===== config.mk =====
export PLATFORM = sky130hd
export DESIGN_NAME = atten_src_ctrl
export DESIGN_NICKNAME = d
export VERILOG_FILES = /design/src/rtl/atten_pkg.sv /design/src/rtl/atten_pwrup_timer.sv /design/src/rtl/atten_ser_reg.sv /design/src/rtl/atten_seq_guard.sv /design/src/rtl/atten_src_ctrl.sv
export SDC_FILE = /design/constraint.sdc
export NUM_CORES = 1
export LEC_CHECK = 0
export BUFFER_PORTS_ARGS = -buffer_cell sky130_fd_sc_hd__buf_2
export CAP_MARGIN = 15
export CELL_PAD_IN_SITES_DETAIL_PLACEMENT = 1
export CELL_PAD_IN_SITES_GLOBAL_PLACEMENT = 2
export CORE_ASPECT_RATIO = 0.6
export CORE_UTILIZATION = 31
export DETAILED_ROUTE_END_ITERATION = 8
export PLACE_DENSITY = 0.82
export SLEW_MARGIN = 10
export SYNTH_ARGS = -nofsm -noshare
export SYNTH_HDL_FRONTEND = slang
export SYNTH_SLANG_ARGS = --single-unit

===== constraint.sdc =====
create_clock -name clk -period 1.5 [get_ports clk]
set_input_delay 0.15 -clock clk [delete_from_list [all_inputs] [get_ports clk]]
set_output_delay 0.15 -clock clk [all_outputs]
set_load 0.05 [all_outputs]

===== src/rtl/atten_pkg.sv =====
// Package: shared widths and constants for the attenuator source selector.
// Assumes a 7-bit code, a 16-bit serial frame and a 3-bit device address.
package atten_pkg;
    localparam int ATTN_W  = 7;
    localparam int FRAME_W = 16;
    localparam int ADDR_W  = 3;
    localparam int HI_BIT  = ATTN_W;           // serial bit after the code
    localparam int ADDR_LO = 8;                // first address bit in frame
    localparam logic [ATTN_W-1:0] ATTN_MAX = '1;
endpackage


===== src/rtl/atten_pwrup_timer.sv =====
// Module: counts the power-up delay after reset release and raises a
// sticky done flag. Assumes CLK_HZ is a whole number of MHz, with the
// delay at least one cycle long.
module atten_pwrup_timer #(
    parameter int unsigned CLK_HZ   = 100_000_000,
    parameter int unsigned DELAY_US = 400
) (
    input  logic clk,
    input  logic rst_n,
    output logic done
);
    localparam int unsigned DLY_CYC = (CLK_HZ / 1_000_000) * DELAY_US;
    localparam int CW = $clog2(DLY_CYC + 1);

    logic [CW-1:0] cnt;

    assign done = (cnt == CW'(DLY_CYC));

    // Advance the counter until the delay limit is reached.
    always_ff @(posedge clk) begin
        if (!rst_n)     cnt <= '0;
        else if (!done) cnt <= cnt + 1'b1;
    end

    a_r4_done_sticky: assert property (@(posedge clk) disable iff (!rst_n)
        done |=> done);
    a_r4_cnt_frozen: assert property (@(posedge clk) disable iff (!rst_n)
        done |=> $stable(cnt));
endmodule


===== src/rtl/atten_ser_reg.sv =====
// Module: 16-bit serial-in shift register, filled LSB first. It splits the
// frame into code, high bit and address match. Assumes one bit per
// sshift cycle.
module atten_ser_reg
    import atten_pkg::*;
(
    input  logic              clk,
    input  logic              rst_n,
    input  logic              sdata,
    input  logic              sshift,
    input  logic [ADDR_W-1:0] addr,
    output logic [ATTN_W-1:0] code,
    output logic              hi_bit,
    output logic              hit
);
    logic [FRAME_W-1:0] sr;

    // Shift new bits in at the top, so the first bit ends at position 0.
    always_ff @(posedge clk) begin
        if (!rst_n)      sr <= '0;
        else if (sshift) sr <= {sdata, sr[FRAME_W-1:1]};
    end

    assign code   = sr[ATTN_W-1:0];
    assign hi_bit = sr[HI_BIT];
    assign hit    = (sr[ADDR_LO +: ADDR_W] == addr);

    a_r5_shift_entry: assert property (@(posedge clk) disable iff (!rst_n)
        sshift |=> (sr[FRAME_W-1] == $past(sdata)));
    a_r5_hold: assert property (@(posedge clk) disable iff (!rst_n)
        !sshift |=> $stable(sr));
endmodule


===== src/rtl/atten_seq_guard.sv =====
// Module: enforces the one-time mode-switch preparation after reset.
// Sets a sticky done flag on a clean serial write, and a sticky error flag
// on a premature switch or stray parallel data. Assumes a synchronous
// ps_sel input.
module atten_seq_guard (
    input  logic clk,
    input  logic rst_n,
    input  logic ps_sel,
    input  logic di_zero,
    input  logic ser_wr,
    input  logic wr_hi,
    output logic seq_done,
    output logic seq_err
);
    logic ps_q;
    logic to_par;
    logic bad;

    assign to_par = ps_q && !ps_sel;
    assign bad    = !seq_done && (to_par || (ps_sel && !di_zero));

    // Track the previous mode; reset loads the current pin, so no false edge.
    always_ff @(posedge clk) begin
        if (!rst_n) ps_q <= ps_sel;
        else        ps_q <= ps_sel;
    end

    // Mark the preparation complete on a clean matching serial write.
    always_ff @(posedge clk) begin
        if (!rst_n) seq_done <= 1'b0;
        else if (ps_sel && ser_wr && !wr_hi && di_zero) seq_done <= 1'b1;
    end

    // Record any sequencing violation until the next reset.
    always_ff @(posedge clk) begin
        if (!rst_n)   seq_err <= 1'b0;
        else if (bad) seq_err <= 1'b1;
    end

    a_r9_err_sticky: assert property (@(posedge clk) disable iff (!rst_n)
        seq_err |=> seq_err);
    a_r8_done_sticky: assert property (@(posedge clk) disable iff (!rst_n)
        seq_done |=> seq_done);
    a_r10_no_late_err: assert property (@(posedge clk) disable iff (!rst_n)
        (seq_done && !seq_err) |=> !seq_err);
endmodule


===== src/rtl/atten_src_ctrl.sv =====
// Module (top): picks the attenuation code source (serial or parallel
// latched or parallel transparent) and holds maximum attenuation from
// reset. Assumes all inputs are synchronous to clk.
module atten_src_ctrl
    import atten_pkg::*;
#(
    parameter int unsigned CLK_HZ   = 100_000_000,
    parameter int unsigned DELAY_US = 400
) (
    input  logic              clk,
    input  logic              rst_n,
    input  logic              ps_sel,
    input  logic              le,
    input  logic [ATTN_W-1:0] di,
    input  logic              sdata,
    input  logic              sshift,
    input  logic [ADDR_W-1:0] addr,
    output logic [ATTN_W-1:0] attn,
    output logic              dly_done,
    output logic              seq_done,
    output logic              seq_err
);
    logic              le_q;
    logic              le_fall;
    logic [ATTN_W-1:0] ser_code;
    logic              ser_hi;
    logic              ser_hit;
    logic              ser_wr;

    atten_pwrup_timer #(.CLK_HZ(CLK_HZ), .DELAY_US(DELAY_US)) u_timer (
        .clk(clk), .rst_n(rst_n), .done(dly_done));

    atten_ser_reg u_ser (
        .clk(clk), .rst_n(rst_n), .sdata(sdata), .sshift(sshift),
        .addr(addr), .code(ser_code), .hi_bit(ser_hi), .hit(ser_hit));

    atten_seq_guard u_guard (
        .clk(clk), .rst_n(rst_n), .ps_sel(ps_sel), .di_zero(di == '0),
        .ser_wr(ser_wr), .wr_hi(ser_hi),
        .seq_done(seq_done), .seq_err(seq_err));

    assign le_fall = le_q && !le;
    assign ser_wr  = ps_sel && le_fall && ser_hit;

    // Remember latch-enable for falling-edge detection.
    always_ff @(posedge clk) begin
        if (!rst_n) le_q <= 1'b0;
        else        le_q <= le;
    end

    // Update the active code from the source chosen this cycle.
    always_ff @(posedge clk) begin
        if (!rst_n)                          attn <= ATTN_MAX;
        else if (ser_wr)                     attn <= ser_code;
        else if (!ps_sel && le_fall)         attn <= di;
        else if (!ps_sel && le && dly_done)  attn <= di;
    end

    a_r6_no_hit_hold: assert property (@(posedge clk) disable iff (!rst_n)
        (ps_sel && !ser_hit) |=> $stable(attn));
    a_r4_hold_max: assert property (@(posedge clk) disable iff (!rst_n)
        (!dly_done && !le_fall) |=> $stable(attn));
    a_r2_latched_hold: assert property (@(posedge clk) disable iff (!rst_n)
        (!le && !le_fall) |=> $stable(attn));
endmodule


==> flow_summary.json <==
{
  "outcome": "finished with violations",
  "violations": "negative setup slack",
  "drive_gt1_share_pct": 32.7,
  "setup_tns_ns": -1.62,
  "drc": 0,
  "r2r-end": "attn[4]",
  "dp_hpwl_microns": 3520,
  "port_buffers": 25,
  "fmax_mhz": 597,
  "vias_per_cell": 4.89,
  "cts_made_buffers": 5,
  "worst_slack_ns": -0.175,
  "max_cap_violations": 0,
  "core_area_sq_um": 5810,
  "die_y_microns": 63.4,
  "max-vdd-ir-drop_mv": 0.549,
  "place.gp.congestion": 0.793,
  "drt_iter0_markers": 92,
  "synth_top_area_cell": "dfxtp_1",
  "antenna_found_initial": 0,
  "clk_latency_ns": 0.29,
  "final_antenna_net_count": 0,
  "syn-num-nets": 227,
  "grt_max_degree": 34,
  "multi_input_area_sq_um": 1170,
  "finalSetupViolations": 11,
  "synth_area_leaders": "dfxtp_1, mux2i_1, nor2_1, xnor2_1, nand2_1",
  "die_w_microns": 104,
  "routed_wl_microns": 5430,
  "avgRoutedWirePerCell_microns": 16.0,
  "maxSlewHeadroom_pct": 59.8,
  "synth-seq-area-share_pct": 44.2,
  "worst_pin_slew_ns": 0.602,
  "seq_area_sq_um": 868,
  "power.total_uw": 2320,
  "clkSlewWorstSetupHoldPaths_ns": 0.09,
  "post-place-ws_ns": -0.109,
  "power_density_nw_per_um2": 870,
  "clock-root-buffer": "clkbuf_8",
  "synth.most_common_cell": "dfxtp_1",
  "ff2ff_setup_slack_ns": -0.18,
  "crit_path_end_kind": "flip-flop",
  "ys_ff_latch": 43,
  "synth_edf_count": 0,
  "crit_path_max_fanout": 8,
  "rsz0062_at_grt": "yes",
  "io_pins": 26,
  "arrival_ns": 1.86,
  "yosys_warnings": 0,
  "htreeDepth": 2,
  "areaGrowthSynthToFinish_pct": 36.5,
  "grt_pass1_wl_microns": 8760,
  "synth.top_cell.area_share_pct": 44.2,
  "critPathLaunch": "u_timer.cnt[0]",
  "crit_end": "attn[4]",
  "synthTopCellsByCount": "dfxtp_1, nor2_1, mux2i_1",
  "critPathLaunchType": "flip-flop",
  "netlist_area_sq_um": 1950,
  "grt_pass1_vias": 1750,
  "fp.dieArea_sq_um": 6620,
  "rr_startpoint": "u_timer.cnt[0]",
  "start_util_pct": 33.6,
  "synthFlopType": "dfxtp_1",
  "hold_class": "in -> reg",
  "cts_tree": "done",
  "hold_viol_final": 0,
  "final_net_count": 277,
  "synth_area_per_cell_sq_um": 9.33,
  "path_class": "reg -> reg",
  "rows": 21,
  "cts_buffer_depth": 2,
  "vias": 1663,
  "fillerInstances": 684,
  "r2r_cells": 8,
  "gr-total-overflow": 0,
  "n_antenna_cell": 0,
  "synth_cell_types": 36,
  "grt_usage_pct": 17.1,
  "crit_required_ns": 1.69,
  "cts_sinks": 43,
  "netlist_instances": 209,
  "finalMaxSlewViolations": 0,
  "leakagePower_uw": 0.00118,
  "fin_crit_sh_pct": 112,
  "async_reset_ff_share_pct": 0,
  "cts-hold-fix-buffers": 0,
  "min_period_ns": 1.68,
  "drt_first_pass_iters": 4,
  "fin_skew_ns": 0.00834
}
-- final cells by class --
cell class	count	area share, %
inverters	7	1.08
repair buffers	51	14.3
multi-input cells	151	44.0
clock inverters	3	1.65
flip-flops and latches	43	32.6
well taps	80	3.76
clock buffers	5	2.59
-- metal layers --
metal	vias to the layer above	part of all wire (%)	GRT usage, %
li1	834	-	-
met1	810	53	24.0
met2	17	44	26.6
met3	2	2.5	4.04
met4	0	0.35	3.75
met5	-	0	0
-- through the flow --
stage | hold slack [ns] | utilization (%) | instances | area, sq um
floorplan | 0.178 | - | 209 | 1950
global placement | 0.348 | 39.2 | 324 | 2270
detailed placement | 0.358 | 39.2 | 324 | 2270
CTS | 0.0488 | 43.4 | 339 | 2520
global route | 0.0504 | 45.8 | 340 | 2660
finish | 0.0667 | 45.8 | 340 | 2660
-- cell families (layout without fill, tap and decap cells) --
family	Yosys count	after routing	share of synthesized area, %
buffers and inverters	15	66	3.40
adders and majority gates	2	2	1.28
muxes	24	24	12.3
DFF	43	43	44.2
AOI/OAI and AO/OA	22	22	9.24
and+or+nand+nor	88	88	22.8
xor gates and xnor gates	15	15	6.74
-- critical path, stage by stage (launching register included) --
cell and delay, ns:
dfxtp_2 0.35, inv_2 0.08, ha_4 0.14, nor3b_4 0.17, nand4_2 0.13, buf_8 0.16, buf_12 0.14, mux2i_1 0.12
o32a_1 0.28
-- how the worst min path moves through the flow --
stage	start	end	cells past startpoint
after global placement	ps_sel	u_guard.ps_q	1
after floorplan	ps_sel	u_guard.ps_q	0
after global routing	ps_sel	u_guard.ps_q	1
final	ps_sel	u_guard.ps_q	1
after detailed placement	ps_sel	u_guard.ps_q	1
after CTS	ps_sel	u_guard.ps_q	1
-- flip-flops by register name, summed over array words and instances (netlist names) --
name              flops
u_ser.sr             16
u_timer.cnt          16
attn                  7
le_q                  1
u_guard.ps_q          1
u_guard.seq_done      1
u_guard.seq_err       1
-- cells in the final DEF, fill, tap and decap left out, types with 4 or more instances in the layout --
cell type  Yosys  routed
buf_4          0      16
dfxtp_1       43      39
nand2_1       19      19
clkbuf_8       0       5
o32a_1         7       7
nor2_1        34      34
nand4_1        4       4
mux2i_1       24      24
a22o_1         7       7
xnor2_1       14      13
buf_6          1       8
buf_2          1      24
-- power breakdown --
part / leakage, uW / switching (uW) / internal [uW]
Clock: 0.0000581 / 412 / 496
Sequential: 0.000350 / 12.7 / 1160
Combinational: 0.000772 / 128 / 108
-- timing repair --
item	4_1_cts	5_1_grt
pin swaps	2	9
setup endpoints to repair	14	18
resized for setup	19	26
setup buffers	7	2
(Power assumes the default switching activity.)
